File: src/rtl/rfe_pkg.sv
package rfe_pkg;
    parameter int COORD_W = 12;
    parameter int DATA_W  = 32;
    parameter int PIX_W   = 8;
    parameter int REG_AW  = 4;

    localparam int BUSY_BIT       = 28;
    localparam int DRAW_NEG_BIT   = 31;
    localparam int DRAW_RETRY_BIT = 29;

    typedef logic [COORD_W-1:0] coord_t;
    typedef logic [PIX_W-1:0]   pix_t;

    typedef enum logic [REG_AW-1:0] {
        RA_CORNER_Y = 4'd0,
        RA_CORNER_X = 4'd1,
        RA_FG       = 4'd2,
        RA_PMASK    = 4'd3,
        RA_CLIP_XLO = 4'd4,
        RA_CLIP_YLO = 4'd5,
        RA_CLIP_XHI = 4'd6,
        RA_CLIP_YHI = 4'd7,
        RA_STATUS   = 4'd8,
        RA_DRAW     = 4'd9
    } reg_addr_e;

    typedef enum logic {CS_FIRST, CS_SECOND} corner_state_e;

    typedef struct packed {
        logic   empty;
        coord_t first;
        coord_t last;
    } span_t;

    typedef struct packed {
        coord_t x_first;
        coord_t x_last;
        coord_t y_first;
        coord_t y_last;
        pix_t   colour;
        pix_t   mask;
    } job_t;

    // Clip the half-open interval [a, b) against the inclusive window [lo, hi].
    function automatic span_t clip_span(coord_t a, coord_t b, coord_t lo, coord_t hi);
        span_t  s;
        coord_t e;
        s.first = (a > lo) ? a : lo;
        e       = b - coord_t'(1);
        s.last  = (e < hi) ? e : hi;
        s.empty = (b <= a) || (s.first > s.last);
        return s;
    endfunction
endpackage

File: src/rtl/rfe_regs.sv
module rfe_regs
    import rfe_pkg::*;
#(
    parameter int XRES = 64,
    parameter int YRES = 48
) (
    input  logic              clk,
    input  logic              rst,
    input  logic              host_we,
    input  logic [REG_AW-1:0] host_waddr,
    input  logic [DATA_W-1:0] host_wdata,
    input  logic              busy,
    output pix_t              fg,
    output pix_t              pmask,
    output coord_t            clip_xlo,
    output coord_t            clip_ylo,
    output coord_t            clip_xhi,
    output coord_t            clip_yhi,
    output coord_t            cx0,
    output coord_t            cy0,
    output coord_t            cx1,
    output coord_t            cy1,
    output logic              launch,
    output logic              retry_q
);
    localparam coord_t XMAX_RST = coord_t'(XRES - 1);
    localparam coord_t YMAX_RST = coord_t'(YRES - 1);

    corner_state_e seq_q;
    coord_t        y_pend_q;
    logic          wr_y, wr_x, corner_wr;

    assign wr_y      = host_we && (reg_addr_e'(host_waddr) == RA_CORNER_Y);
    assign wr_x      = host_we && (reg_addr_e'(host_waddr) == RA_CORNER_X);
    assign corner_wr = wr_y || wr_x;
    assign launch    = wr_x && !busy && (seq_q == CS_SECOND);
    assign cx1       = host_wdata[COORD_W-1:0];
    assign cy1       = y_pend_q;

    always_ff @(posedge clk) begin
        if (rst) begin
            fg       <= '0;
            pmask    <= '0;
            clip_xlo <= '0;
            clip_ylo <= '0;
            clip_xhi <= XMAX_RST;
            clip_yhi <= YMAX_RST;
        end else if (host_we) begin
            case (reg_addr_e'(host_waddr))
                RA_FG:       fg       <= host_wdata[PIX_W-1:0];
                RA_PMASK:    pmask    <= host_wdata[PIX_W-1:0];
                RA_CLIP_XLO: clip_xlo <= host_wdata[COORD_W-1:0];
                RA_CLIP_YLO: clip_ylo <= host_wdata[COORD_W-1:0];
                RA_CLIP_XHI: clip_xhi <= host_wdata[COORD_W-1:0];
                RA_CLIP_YHI: clip_yhi <= host_wdata[COORD_W-1:0];
                default: ;
            endcase
        end
    end

    // Corner sequencer: y then x, first corner then second; writes while busy are dropped.
    always_ff @(posedge clk) begin
        if (rst) begin
            seq_q    <= CS_FIRST;
            y_pend_q <= '0;
            cx0      <= '0;
            cy0      <= '0;
        end else if (!busy) begin
            if (wr_y) y_pend_q <= host_wdata[COORD_W-1:0];
            if (wr_x) begin
                if (seq_q == CS_FIRST) begin
                    cx0   <= host_wdata[COORD_W-1:0];
                    cy0   <= y_pend_q;
                    seq_q <= CS_SECOND;
                end else begin
                    seq_q <= CS_FIRST;
                end
            end
        end
    end

    always_ff @(posedge clk) begin
        if (rst || !busy) retry_q <= 1'b0;
        else if (corner_wr) retry_q <= 1'b1;
    end
endmodule

File: src/rtl/rfe_clip.sv
module rfe_clip
    import rfe_pkg::*;
(
    input  coord_t cx0,
    input  coord_t cy0,
    input  coord_t cx1,
    input  coord_t cy1,
    input  coord_t clip_xlo,
    input  coord_t clip_ylo,
    input  coord_t clip_xhi,
    input  coord_t clip_yhi,
    input  pix_t   fg,
    input  pix_t   pmask,
    output job_t   job,
    output logic   empty
);
    span_t xs, ys;

    always_comb begin
        xs = clip_span(cx0, cx1, clip_xlo, clip_xhi);
        ys = clip_span(cy0, cy1, clip_ylo, clip_yhi);
        job.x_first = xs.first;
        job.x_last  = xs.last;
        job.y_first = ys.first;
        job.y_last  = ys.last;
        job.colour  = fg;
        job.mask    = pmask;
        empty       = xs.empty || ys.empty;
    end
endmodule

File: src/rtl/rfe_walker.sv
module rfe_walker
    import rfe_pkg::*;
#(
    parameter int XRES   = 64,
    parameter int ADDR_W = 12
) (
    input  logic              clk,
    input  logic              rst,
    input  logic              start,
    input  job_t              job,
    input  logic              mem_ready,
    output logic              busy,
    output logic              mem_we,
    output logic [ADDR_W-1:0] mem_addr,
    output pix_t              mem_wdata,
    output pix_t              mem_wmask
);
    localparam bit XRES_POW2 = ((XRES & (XRES - 1)) == 0);
    localparam int XSHIFT    = $clog2(XRES);

    job_t   job_q;
    coord_t cur_x, cur_y;
    logic   running;

    always_ff @(posedge clk) begin
        if (rst) begin
            running <= 1'b0;
            job_q   <= '0;
            cur_x   <= '0;
            cur_y   <= '0;
        end else if (!running) begin
            if (start) begin
                job_q   <= job;
                cur_x   <= job.x_first;
                cur_y   <= job.y_first;
                running <= 1'b1;
            end
        end else if (mem_ready) begin
            if (cur_x == job_q.x_last) begin
                cur_x <= job_q.x_first;
                if (cur_y == job_q.y_last) running <= 1'b0;
                else cur_y <= cur_y + coord_t'(1);
            end else begin
                cur_x <= cur_x + coord_t'(1);
            end
        end
    end

    generate
        if (XRES_POW2) begin : g_shift_addr
            assign mem_addr = (ADDR_W'(cur_y) << XSHIFT) + ADDR_W'(cur_x);
        end else begin : g_mult_addr
            assign mem_addr = ADDR_W'(cur_y) * ADDR_W'(XRES) + ADDR_W'(cur_x);
        end
    endgenerate

    assign busy      = running;
    assign mem_we    = running;
    assign mem_wdata = job_q.colour;
    assign mem_wmask = job_q.mask;
endmodule

File: src/rtl/rect_fill_engine.sv
module rect_fill_engine
    import rfe_pkg::*;
#(
    parameter int XRES = 64,
    parameter int YRES = 48,
    localparam int ADDR_W = $clog2(XRES * YRES)
) (
    input  logic              clk,
    input  logic              rst,
    input  logic              host_we,
    input  logic [REG_AW-1:0] host_waddr,
    input  logic [DATA_W-1:0] host_wdata,
    input  logic [REG_AW-1:0] host_raddr,
    output logic [DATA_W-1:0] host_rdata,
    output logic              mem_we,
    output logic [ADDR_W-1:0] mem_addr,
    output pix_t              mem_wdata,
    output pix_t              mem_wmask,
    input  logic              mem_ready
);
    pix_t   fg, pmask;
    coord_t clip_xlo, clip_ylo, clip_xhi, clip_yhi;
    coord_t cx0, cy0, cx1, cy1;
    logic   launch, retry_q, busy, empty, retry_vis;
    job_t   job;

    rfe_regs #(.XRES(XRES), .YRES(YRES)) u_regs (
        .clk(clk), .rst(rst), .host_we(host_we), .host_waddr(host_waddr),
        .host_wdata(host_wdata), .busy(busy), .fg(fg), .pmask(pmask),
        .clip_xlo(clip_xlo), .clip_ylo(clip_ylo), .clip_xhi(clip_xhi),
        .clip_yhi(clip_yhi), .cx0(cx0), .cy0(cy0), .cx1(cx1), .cy1(cy1),
        .launch(launch), .retry_q(retry_q)
    );

    rfe_clip u_clip (
        .cx0(cx0), .cy0(cy0), .cx1(cx1), .cy1(cy1),
        .clip_xlo(clip_xlo), .clip_ylo(clip_ylo), .clip_xhi(clip_xhi),
        .clip_yhi(clip_yhi), .fg(fg), .pmask(pmask), .job(job), .empty(empty)
    );

    rfe_walker #(.XRES(XRES), .ADDR_W(ADDR_W)) u_walker (
        .clk(clk), .rst(rst), .start(launch && !empty), .job(job),
        .mem_ready(mem_ready), .busy(busy), .mem_we(mem_we),
        .mem_addr(mem_addr), .mem_wdata(mem_wdata), .mem_wmask(mem_wmask)
    );

    assign retry_vis = retry_q && busy;

    always_comb begin
        host_rdata = '0;
        case (reg_addr_e'(host_raddr))
            RA_FG:       host_rdata = DATA_W'(fg);
            RA_PMASK:    host_rdata = DATA_W'(pmask);
            RA_CLIP_XLO: host_rdata = DATA_W'(clip_xlo);
            RA_CLIP_YLO: host_rdata = DATA_W'(clip_ylo);
            RA_CLIP_XHI: host_rdata = DATA_W'(clip_xhi);
            RA_CLIP_YHI: host_rdata = DATA_W'(clip_yhi);
            RA_STATUS:   host_rdata[BUSY_BIT] = busy;
            RA_DRAW: begin
                host_rdata[DRAW_NEG_BIT]   = retry_vis;
                host_rdata[DRAW_RETRY_BIT] = retry_vis;
            end
            default: ;
        endcase
    end
endmodule

File: config.mk
export PLATFORM = sky130hd
export DESIGN_NAME = rect_fill_engine
export DESIGN_NICKNAME = d
export VERILOG_FILES = /design/src/rtl/rfe_pkg.sv /design/src/rtl/rfe_regs.sv /design/src/rtl/rfe_clip.sv /design/src/rtl/rfe_walker.sv /design/src/rtl/rect_fill_engine.sv
export SDC_FILE = /design/constraint.sdc
export NUM_CORES = 1
export LEC_CHECK = 0
export BUFFER_PORTS_ARGS = -buffer_cell sky130_fd_sc_hd__buf_2
export CAP_MARGIN = 20
export CORE_ASPECT_RATIO = 1.1
export CORE_MARGIN = 8
export CORE_UTILIZATION = 25
export DETAILED_ROUTE_END_ITERATION = 16
export PLACE_DENSITY_LB_ADDON = 0.2
export SLEW_MARGIN = 20
export SYNTH_ARGS = -nofsm -noshare
export SYNTH_HDL_FRONTEND = slang
export SYNTH_SLANG_ARGS = --single-unit
File: constraint.sdc
create_clock -name clk -period 7.45 [get_ports clk]
set_input_delay 1.49 -clock clk [delete_from_list [all_inputs] [get_ports clk]]
set_output_delay 1.49 -clock clk [all_outputs]
set_load 0.05 [all_outputs]
# Yosys cells after proc, flatten, opt, wreduce, memory -nomap -nowiden

Cells that the tools add are included.

Add/subtract/negate cells: 5
$lt $le $gt $ge: 8
Muxes and demuxes: 22
Bitwise gates (word level): 2
Equality and inequality tests: 20
Reductions and logical operators: 27

Operator list:

| kind                                                                  | count |
|---|---|
| 12-bit 2-to-1 mux                                                     | 13 |
| 12-bit case mux with 6 select lines                                   | 1 |
| 12-bit greater-than comparator                                        | 4 |
| 4-bit by 3-bit equality test with 1-bit output, second input constant | 8 |
| 12-bit by 1-bit adder with 12-bit output, second input constant       | 2 |
| 12-bit equality test                                                  | 2 |
| 12-bit less-or-equal comparator                                       | 2 |
| 12-bit less-than comparator                                           | 2 |
| 12-bit by 1-bit subtractor with 12-bit output, second input constant  | 2 |
| 2-bit AND reduction                                                   | 10 |
| 4-bit by 2-bit equality test with 1-bit output, second input constant | 4 |
| 12-bit adder                                                          | 1 |
| 4-bit equality test, second input constant                            | 2 |
| 1-bit 2-to-1 mux                                                      | 8 |
| 1-bit logical AND                                                     | 6 |
| 2-bit inequality test, second input constant                          | 3 |
| 1-bit logical OR                                                      | 5 |
| 4-bit by 1-bit equality test with 1-bit output, second input constant | 1 |
| 4-bit logical NOT                                                     | 1 |
| 4-bit AND reduction                                                   | 1 |
| 3-bit AND reduction                                                   | 1 |
| 1-bit logical NOT                                                     | 2 |
| 1-bit inverter                                                        | 2 |
| 2-bit nonzero test                                                    | 1 |

Output and inout bits: 61
Input port bits: 44
Word-level logic and storage cells: 103
Flip-flop bits (word level): 179

# Logic depth before layout (Yosys ltp)

Gate-level depths: netlist of run 1.

Word-level depth: 10
Gate-level depth with buffers: 25
Gate-level depth less buffers: 21

# Hierarchy

From an unflattened synthesis of run 1, not the netlist that was laid out.

Cells, all modules: 1481
Area total of the unflattened synthesis: 12438.2 µm²

Modules (own cells, without submodules):

| module           | cells each | area an instance (µm²) | seq. area each (µm²) | instances |
|---|---|---|---|---|
| rfe_walker       | 517        | 4106.4                 | 1541.5               | 1 |
| rfe_regs         | 394        | 4105.2                 | 2042.0               | 1 |
| rfe_clip         | 469        | 3470.8                 | 0.0                  | 1 |
| rect_fill_engine | 101        | 755.7                  | 0.0                  | 1 |

# Least setup slack after synthesis of run 1

Ideal clock, no wire load.

Path kind: in2reg
From: input port host_wdata[6]
To: register u_walker.cur_y[9]
Data required time: 7.333 ns
Library setup time: 0.117 ns
Path buffers: 5
Slack: 1.173 ns
Stages: 23
Data arrival time: 6.160 ns
Cells stage by stage: clkbuf_1 > nor4b_1 > nand3_1 > nor3_1 > xor2_1 > ha_1 > a21o_1 > a21o_1 > a21oi_1 > o311a_1 > clkbuf_1 > buf_1 > a21oi_1 > ha_1 > nor2b_1 > o211ai_1 > a211o_1 > a31oi_1 > or4b_1 > buf_2 > and3_4 > buf_6 > o22a_1

Word-level cells in the longest chain between the ends: 10
Elaborated cells between the ends (all ways): 11
Classes of those cells: 1 x add/sub; 3 x order compare; 1 x mux; 6 x reduce/logical

Ends and longest elaborated chain:

| what                                          | RTL line               | source |
|---|---|---|
| start, declared                               | rect_fill_engine.sv:12 | `input logic [DATA_W-1:0] host_wdata,` |
| 12-bit by 1-bit subtractor with 12-bit output | rfe_pkg.sv:49          | `e = b - coord_t'(1);` |
| 12-bit less-than comparator                   | rfe_pkg.sv:50          | `s.last = (e < hi) ? e : hi;` |
| 12-bit 2-to-1 mux                             | rfe_pkg.sv:50          |  |
| 12-bit greater-than comparator                | rfe_pkg.sv:51          | `s.empty = (b <= a) \|\| (s.first > s.last);` |
| 1-bit logical OR (*)                          | rfe_pkg.sv:51          |  |
| 1-bit logical OR (*)                          | rfe_clip.sv:28         | `empty = xs.empty \|\| ys.empty;` |
| 1-bit logical NOT (*)                         | rect_fill_engine.sv:42 | `.clk(clk), .rst(rst), .start(launch && !empty), .job(job),` |
| 1-bit logical AND (*)                         | rect_fill_engine.sv:42 |  |
| 2-bit nonzero test (no line) (*)              | --                     |  |
| 4-bit AND reduction (no line) (*)             | --                     |  |
| end signal, assigned                          | rfe_walker.sv:35       | `cur_y <= job.y_first;` |
| end signal, assigned                          | rfe_walker.sv:42       | `else cur_y <= cur_y + coord_t'(1);` |
| end, declared                                 | rfe_walker.sv:22       | `coord_t cur_x, cur_y;` |

Mark *: on every way between the ends. The rest lies on a longest branch, timed or not.
A chain may end at the register's enable or synchronous reset.

# Worst setup path after layout of run 1

From: input port host_wdata[2]
To: register u_walker.cur_x[1]

Word-level cells in the longest chain between the ends: 10
Elaborated cells between the ends (all ways): 11
Classes of those cells: 1 x add/sub; 3 x order compare; 1 x mux; 6 x reduce/logical

Ends and longest elaborated chain:

| what                                          | RTL line               | source |
|---|---|---|
| 12-bit by 1-bit subtractor with 12-bit output | rfe_pkg.sv:49          |  |
| 12-bit less-than comparator                   | rfe_pkg.sv:50          |  |
| 12-bit 2-to-1 mux                             | rfe_pkg.sv:50          |  |
| 12-bit greater-than comparator                | rfe_pkg.sv:51          |  |
| 1-bit logical OR (*)                          | rfe_pkg.sv:51          |  |
| 1-bit logical OR (*)                          | rfe_clip.sv:28         |  |
| 1-bit logical NOT (*)                         | rect_fill_engine.sv:42 |  |
| 1-bit logical AND (*)                         | rect_fill_engine.sv:42 |  |
| 2-bit nonzero test (no line) (*)              | --                     |  |
| 2-bit AND reduction (no line) (*)             | --                     |  |
| end signal, assigned                          | rfe_walker.sv:34       | `cur_x <= job.x_first;` |
| end signal, assigned                          | rfe_walker.sv:40       | `cur_x <= job_q.x_first;` |
| end signal, assigned                          | rfe_walker.sv:44       | `cur_x <= cur_x + coord_t'(1);` |
| end, declared                                 | rfe_walker.sv:22       |  |

Marks and branches as above.

==> run_results.csv, run 1 <==
group,metric,value,unit
run,drv_cap,0,
floorplanning,die_y,242.0,um
cells_and_area,layout_common_cells,"dfxtp_1, nor2_1, nand2_1",
detailed_routing,final_antenna_net_count,0,
critical_path,arrival,7.04,ns
floorplanning,die_area,53610,um2
global_route,overflow,0,
floorplanning,initial_core_util,25.07,%
cells_and_area,regMostFlops,"u_walker.job_q",
critical_path,end_kind,"register",
sta,slew_viol_final,0,
sta,fin_tns_setup,0,ns
critical_path,crit_path_start_kind,"primary input",
place,io_buffer_count,67,
global_route,grt_pass1_wl,60.60,mm
sta,clock_skew,0.01387,ns
clock_network,cts_tree,"built",
cells_and_area,multi_input_area,7131,um2
detailed_routing,wl_per_cell,19.54,um
yosys,synth_flop_cell,"dfxtp_1",
cells_and_area,diodes,0,
power_and_ir_drop,power_density,166.3,nW/um2
global_route,grt_pass1_vias,9693,
place,dp_hpwl,30.55,mm
detailed_routing,vias,9976,
clock_network,clk_pin_slew_worst_paths,0.07,ns
sta,rsz0062_at_grt,"false",
sta,slew_headroom,34.28,%
yosys,synthArstFlopShare,0,%
clock_network,clockBufferDepth,2,
sta,tightest_slew,0.9831,ns
global_route,grtUsageTotal,14.52,%
detailed_routing,drtPass1Iterations,5,
sta,hold_violations,0,
yosys,synth-seq-cells,179,
clock_network,cts_inserted_buffers,17,
floorplanning,fp-row-count,83,
power_and_ir_drop,irDropWorstVdd,0.09165,mV
clock_network,clkLatencyLatePin,0.45,ns
clock_network,h-tree-depth,4,
cells_and_area,fillers,5051,
critical_path,crit_type,"primary input to register",
clock_network,clock_sinks,179,
place,dp.cells,1985,
cells_and_area,largest_register_ffs,36,
yosys,syn_inst,1403,
yosys,ys_warn_count,0,
sta,fin_crit_sh,89.63,%
critical_path,cp.required,7.82,ns
yosys,synth_cell_types,75,
cells_and_area,fin_util,27.85,%
cells_and_area,drive_gt1_share,10.97,%
yosys,synthesis.area,11610,um2
detailed_routing,viasPerCell,4.946,
worst_hold_path,hold_path.class,"register to register",
cells_and_area,area_growth_syn_to_layout,11.07,%
clock_network,cts-root-buf,"clkbuf_16",
floorplanning,dieWidth,221.5,um
sta,fin_crit,6.678,ns
sta,fmax,149.8,MHz
global_route,antenna_found_initial,1,
floorplanning,coreArea,46320,um2
global_route,grt_max_degree,60,
detailed_routing,drt-total-wl,39.42,mm
place,gp_congestion,0.8238,
place,place_ws,0.2688,ns
sta,setup_viol,0,
detailed_routing,drc,0,
cells_and_area,finalNonFillerCells,2017,
critical_path,cp_max_fo,22,
clock_network,post_cts_buffers,0,
yosys,synth_edf_count,0,
sta,setup_slack,0.7724,ns
clock_network,cts_hold_buffers,0,
cells_and_area,nNetsFinal,1557,
power_and_ir_drop,p_leak,0.005183,uW
yosys,synth.avg_cell_area,8.277,um2
cells_and_area,final_common_cell,"dfxtp_1",
detailed_routing,dr.first_iter.drc_count,722,
yosys,ys_seq_area_share,30.86,%
floorplanning,io_pins,105,
clock_network,cts_resized,0,
cells_and_area,register_area,3583,um2
outcome,outcome,"complete, no violations",
[where the power goes]
part	leakage, uW	total [uW]	switching, uW	internal, uW
logic	0.00349	285	197	88.4
registers	0.00144	973	10.0	963
clock network	0.000252	887	449	438
[critical path: stages]
cell	delay (ns)
buf_2	0.13
nor2_1	0.25
nor4b_1	0.36
nand3_1	0.24
nor3_1	0.22
xor2_1	0.21
ha_1	0.29
a21o_1	0.17
a21o_1	0.17
a21oi_1	0.14
o311a_1	0.19
buf_4	0.20
nor2_1	0.05
a21oi_1	0.35
ha_1	0.33
nor2b_1	0.13
o211ai_1	0.19
a211o_1	0.16
a31oi_1	0.24
or4b_1	0.77
nand2_2	0.42
o2111ai_1	0.20
o21ai_0	0.10
[cell usage after synthesis (21+ instances only)]
cell type	count	area (um2)
dfxtp_1	179	3583
nor2_1	152	570.6
nand2_1	123	461.7
mux2i_1	118	1181
ha_1	103	1289
inv_1	95	356.6
a21oi_1	94	470.5
clkbuf_1	59	221.5
o21ai_0	58	290.3
nand3_1	42	210.2
xor2_1	42	367.9
buf_4	40	300.3
nand4_1	21	131.4
[metrics by stage]
step / area (um2) / total power [uW] / hold slack [ns]
finish: 12900 / 2145 / 0.4519
global route: 12900 / 2226 / 0.4813
CTS: 12900 / 2165 / 0.4553
detailed placement: 12350 / 1280 / 0.4449
global placement: 12340 / 1276 / 0.4374
floorplan: 11670 / 1196 / 0.4271
[worst paths after layout]
| kind | slack (ns) | cells after the start | start | to |
|---|---|---|---|---|
| worst max-delay path | 0.77 | 23 | host_wdata[2] | u_walker.cur_x[1] |
| worst min-delay path | 0.45 | 2 | u_walker.job_q[52] | u_walker.job_q[52] |
| worst max register to register | 1.52 | 19 | u_regs.cy1[2] | u_walker.cur_x[1] |
| worst min register to register | 0.45 | 2 | u_walker.job_q[52] | u_walker.job_q[52] |
[area by class of cell]
type / count / share of cell area, %
clock buffers: 18 / 3.328
clock inverters: 14 / 0.9216
inverters: 96 / 2.794
multi-input cells: 1022 / 55.29
flip-flops and latches: 179 / 27.78
well taps: 595 / 5.772
repair buffers: 93 / 4.113
[cells by family (layout without fill, tap and decap cells)]
group | after synthesis | count (layout) | share of synthesized area (%)
AOI/OAI and AO/OA | 286 | 286 | 15.70
xor gates and xnor gates | 59 | 59 | 4.450
adders and majority gates | 104 | 104 | 11.27
buffers and inverters | 218 | 221 | 8.609
DFF | 179 | 179 | 30.86
muxes | 127 | 127 | 11.82
other | 1 | 17 | 0.03229
and+or+nand+nor | 429 | 429 | 17.26
[per-layer routing]
layer / track usage (%) / routed length [um] / up-vias / share of wire [%]
met3: 2.506 / 1776 / 49 / 4.5
met2: 23.61 / 18190 / 266 / 46
li1: - / - / 4889 / -
met5: 0 / 0 / - / 0
met1: 19.25 / 18480 / 4772 / 47
met4: 4.896 / 970 / 0 / 2.5
Note: power is estimated with default switching activity, not from simulation.
==> inputs of run 2 (changes only) <==
--- a/config.mk
+++ b/config.mk
@@ -5,6 +5,7 @@
 export SDC_FILE = /design/constraint.sdc
 export NUM_CORES = 1
 export LEC_CHECK = 0
+export ABC_AREA = 1
 export BUFFER_PORTS_ARGS = -buffer_cell sky130_fd_sc_hd__buf_2
 export CAP_MARGIN = 20
 export CORE_ASPECT_RATIO = 1.1
==> run_results.csv, run 2 <==
group,metric,value,unit
outcome,outcome,"complete, no violations",
floorplanning,coreArea,45350,um2
run,drv_cap,0,
cells_and_area,regMostFlops,"u_walker.job_q",
critical_path,end_kind,"register",
critical_path,critPathSlowestCell,"o21ai_0",
detailed_routing,drtPass1Iterations,5,
place,io_buffer_count,67,
clock_network,cts-root-buf,"clkbuf_16",
yosys,synthTopCellsByArea,"dfxtp_1, ha_1, nand2_1",
floorplanning,io_pins,105,
global_route,grtUsageTotal,14.48,%
power_and_ir_drop,irDropWorstVdd,0.1191,mV
yosys,syn_inst,1637,
sta,rsz0062_at_grt,"false",
global_route,grt_pass1_vias,9968,
critical_path,cp.required,7.83,ns
critical_path,r2r_cells,30,
critical_path,crit_path_start_kind,"primary input",
clock_network,post_cts_buffers,0,
detailed_routing,viasPerCell,4.689,
sta,fin_tns_setup,0,ns
global_route,overflow,0,
power_and_ir_drop,p_leak,0.005722,uW
sta,fin_crit_sh,79.56,%
clock_network,clockBufferDepth,2,
global_route,grt_pass1_wl,59.25,mm
critical_path,path_buf_inv,5,
worst_hold_path,whs_path_depth,2,
power_and_ir_drop,finalPower,2430,uW
cells_and_area,area_growth_syn_to_layout,10.40,%
yosys,synth_top_cell_by_area,"dfxtp_1",
place,gp_congestion,0.8340,
critical_path,r2r_start,"u_regs.cy1[0]",
critical_path,slowest_delay,0.53,ns
critical_path,arrival,6.30,ns
floorplanning,fp-row-count,82,
power_and_ir_drop,power_density,192.2,nW/um2
place,place_ws,1.077,ns
clock_network,cts_hold_buffers,0,
detailed_routing,drt-total-wl,38.36,mm
yosys,yosys.area.top_type_share,31.30,%
cells_and_area,diodes,0,
critical_path,crit_type,"primary input to register",
detailed_routing,vias,10500,
clock_network,cts_resized,0,
cells_and_area,final_cell_area,12640,um2
yosys,synthesis.area,11450,um2
yosys,synth-seq-cells,179,
sta,fmax,168.7,MHz
critical_path,timing.rr.end,"u_walker.cur_x[1]",
cells_and_area,nNetsFinal,1786,
sta,slew_viol_final,0,
yosys,synth_cell_types,43,
critical_path,cpMostUsedCell,"nand2_1",
sta,slew_headroom,29.87,%
cells_and_area,largest_register_ffs,36,
clock_network,cts_inserted_buffers,17,
global_route,grt_max_degree,94,
cells_and_area,drive_gt1_share,7.753,%
yosys,yosys-top-cells-count,"nand2_1, dfxtp_1, a21oi_1",
worst_hold_path,hold_path.class,"register to register",
detailed_routing,dr.first_iter.drc_count,576,
floorplanning,die_y,240.5,um
yosys,synth.avg_cell_area,6.994,um2
sta,hold_violations,0,
sta,fin_crit,5.927,ns
sta,tightest_slew,1.048,ns
sta,clock_skew,0.01196,ns
yosys,ys_seq_area_share,31.30,%
place,dp_hpwl,29.96,mm
yosys,synthArstFlopShare,0,%
yosys,synth_flop_cell,"dfxtp_1",
floorplanning,initial_core_util,25.25,%
worst_hold_path,worstHoldEndpoint,"u_regs.seq_q",
yosys,synth.most_common_cell,"nand2_1",
cells_and_area,layout_common_cells,"nand2_1, dfxtp_1, a21oi_1",
clock_network,clkLatencyLatePin,0.45,ns
cells_and_area,final_common_cell,"nand2_1",
detailed_routing,wl_per_cell,17.13,um
critical_path,r2r_slack,2.06,ns
global_route,antenna_found_initial,0,
floorplanning,dieWidth,220.0,um
yosys,ys_warn_count,0,
sta,setup_viol,0,
floorplanning,die_area,52910,um2
clock_network,clk_pin_slew_worst_paths,0.08,ns
clock_network,cts_tree,"built",
clock_network,clock_sinks,179,
detailed_routing,final_antenna_net_count,0,
critical_path,cp_top_family,"simple AND/OR/NAND/NOR gates",
place,place_area,12040,um2
detailed_routing,drc,0,
critical_path,cp_max_fo,56,
worst_hold_path,hp-start,"u_regs.seq_q",
sta,setup_slack,1.523,ns
yosys,synth_edf_count,0,
clock_network,h-tree-depth,4,
## run 2: layer usage
metal | share of wire, % | up-vias | global-route usage (%)
met5 | 0 | - | 0
met4 | 1.8 | 0 | 4.059
met3 | 3.2 | 30 | 2.126
met2 | 47 | 185 | 24.23
met1 | 48 | 4873 | 19.12
li1 | - | 5411 | -
## run 2: logic make-up after synthesis
family | after synthesis | synth area share (%)
AO/OA/AOI/OAI | 433 | 19.94
XOR/XNOR | 61 | 4.666
adder cells (fa/ha/maj) | 104 | 11.43
buffers and inverters | 293 | 11.47
flip-flops | 179 | 31.30
other | 1 | 0.03275
AND/OR/NAND/NOR | 566 | 21.16
## run 2: layout make-up
class                   instances  area (um2)
well taps                     588       735.7
multi-input cells            1181        6618
repair buffers                 78       417.9
fillers                      5071       32710
clock inverters                13       158.9
inverters                     181       684.4
clock buffers                  19       442.9
flip-flops and latches        179        3583
## run 2: how the worst max path moves through the flow
| stage | endpoint | from | depth (start not counted) |
|---|---|---|---|
| floorplan | u_walker.job_q[56] | host_wdata[2] | 28 |
| global placement | u_walker.cur_x[2] | host_wdata[5] | 26 |
| detailed placement | u_walker.cur_x[1] | host_wdata[5] | 26 |
| CTS | u_walker.cur_x[1] | host_wdata[5] | 26 |
| global route | u_walker.cur_x[1] | host_wdata[3] | 25 |
| finish | u_walker.mem_wmask[6] | host_wdata[5] | 26 |
## run 2: power by group
group	leakage (uW)	switching, uW	internal [uW]
combinational	0.00398	342	143
sequential	0.00145	7.44	968
clock	0.000296	451	517
## run 2: through the flow
step                      cells  hold WS (ns)  utilization, %
after floorplan            1653        0.4423               -
after global placement     2207        0.4637           26.55
after detailed placement   2207        0.4717           26.55
after CTS                  2239        0.4883           27.88
after global routing       2239        0.5023           27.88
final                      2239        0.4867           27.88
## run 2: worst min-delay path, delay by kind of cell (launching register included)
kind             cells  cell delay, ns
AO/OA/AOI/OAI        1            0.05
AND/OR/NAND/NOR      1            0.07
flip-flops           1            0.33
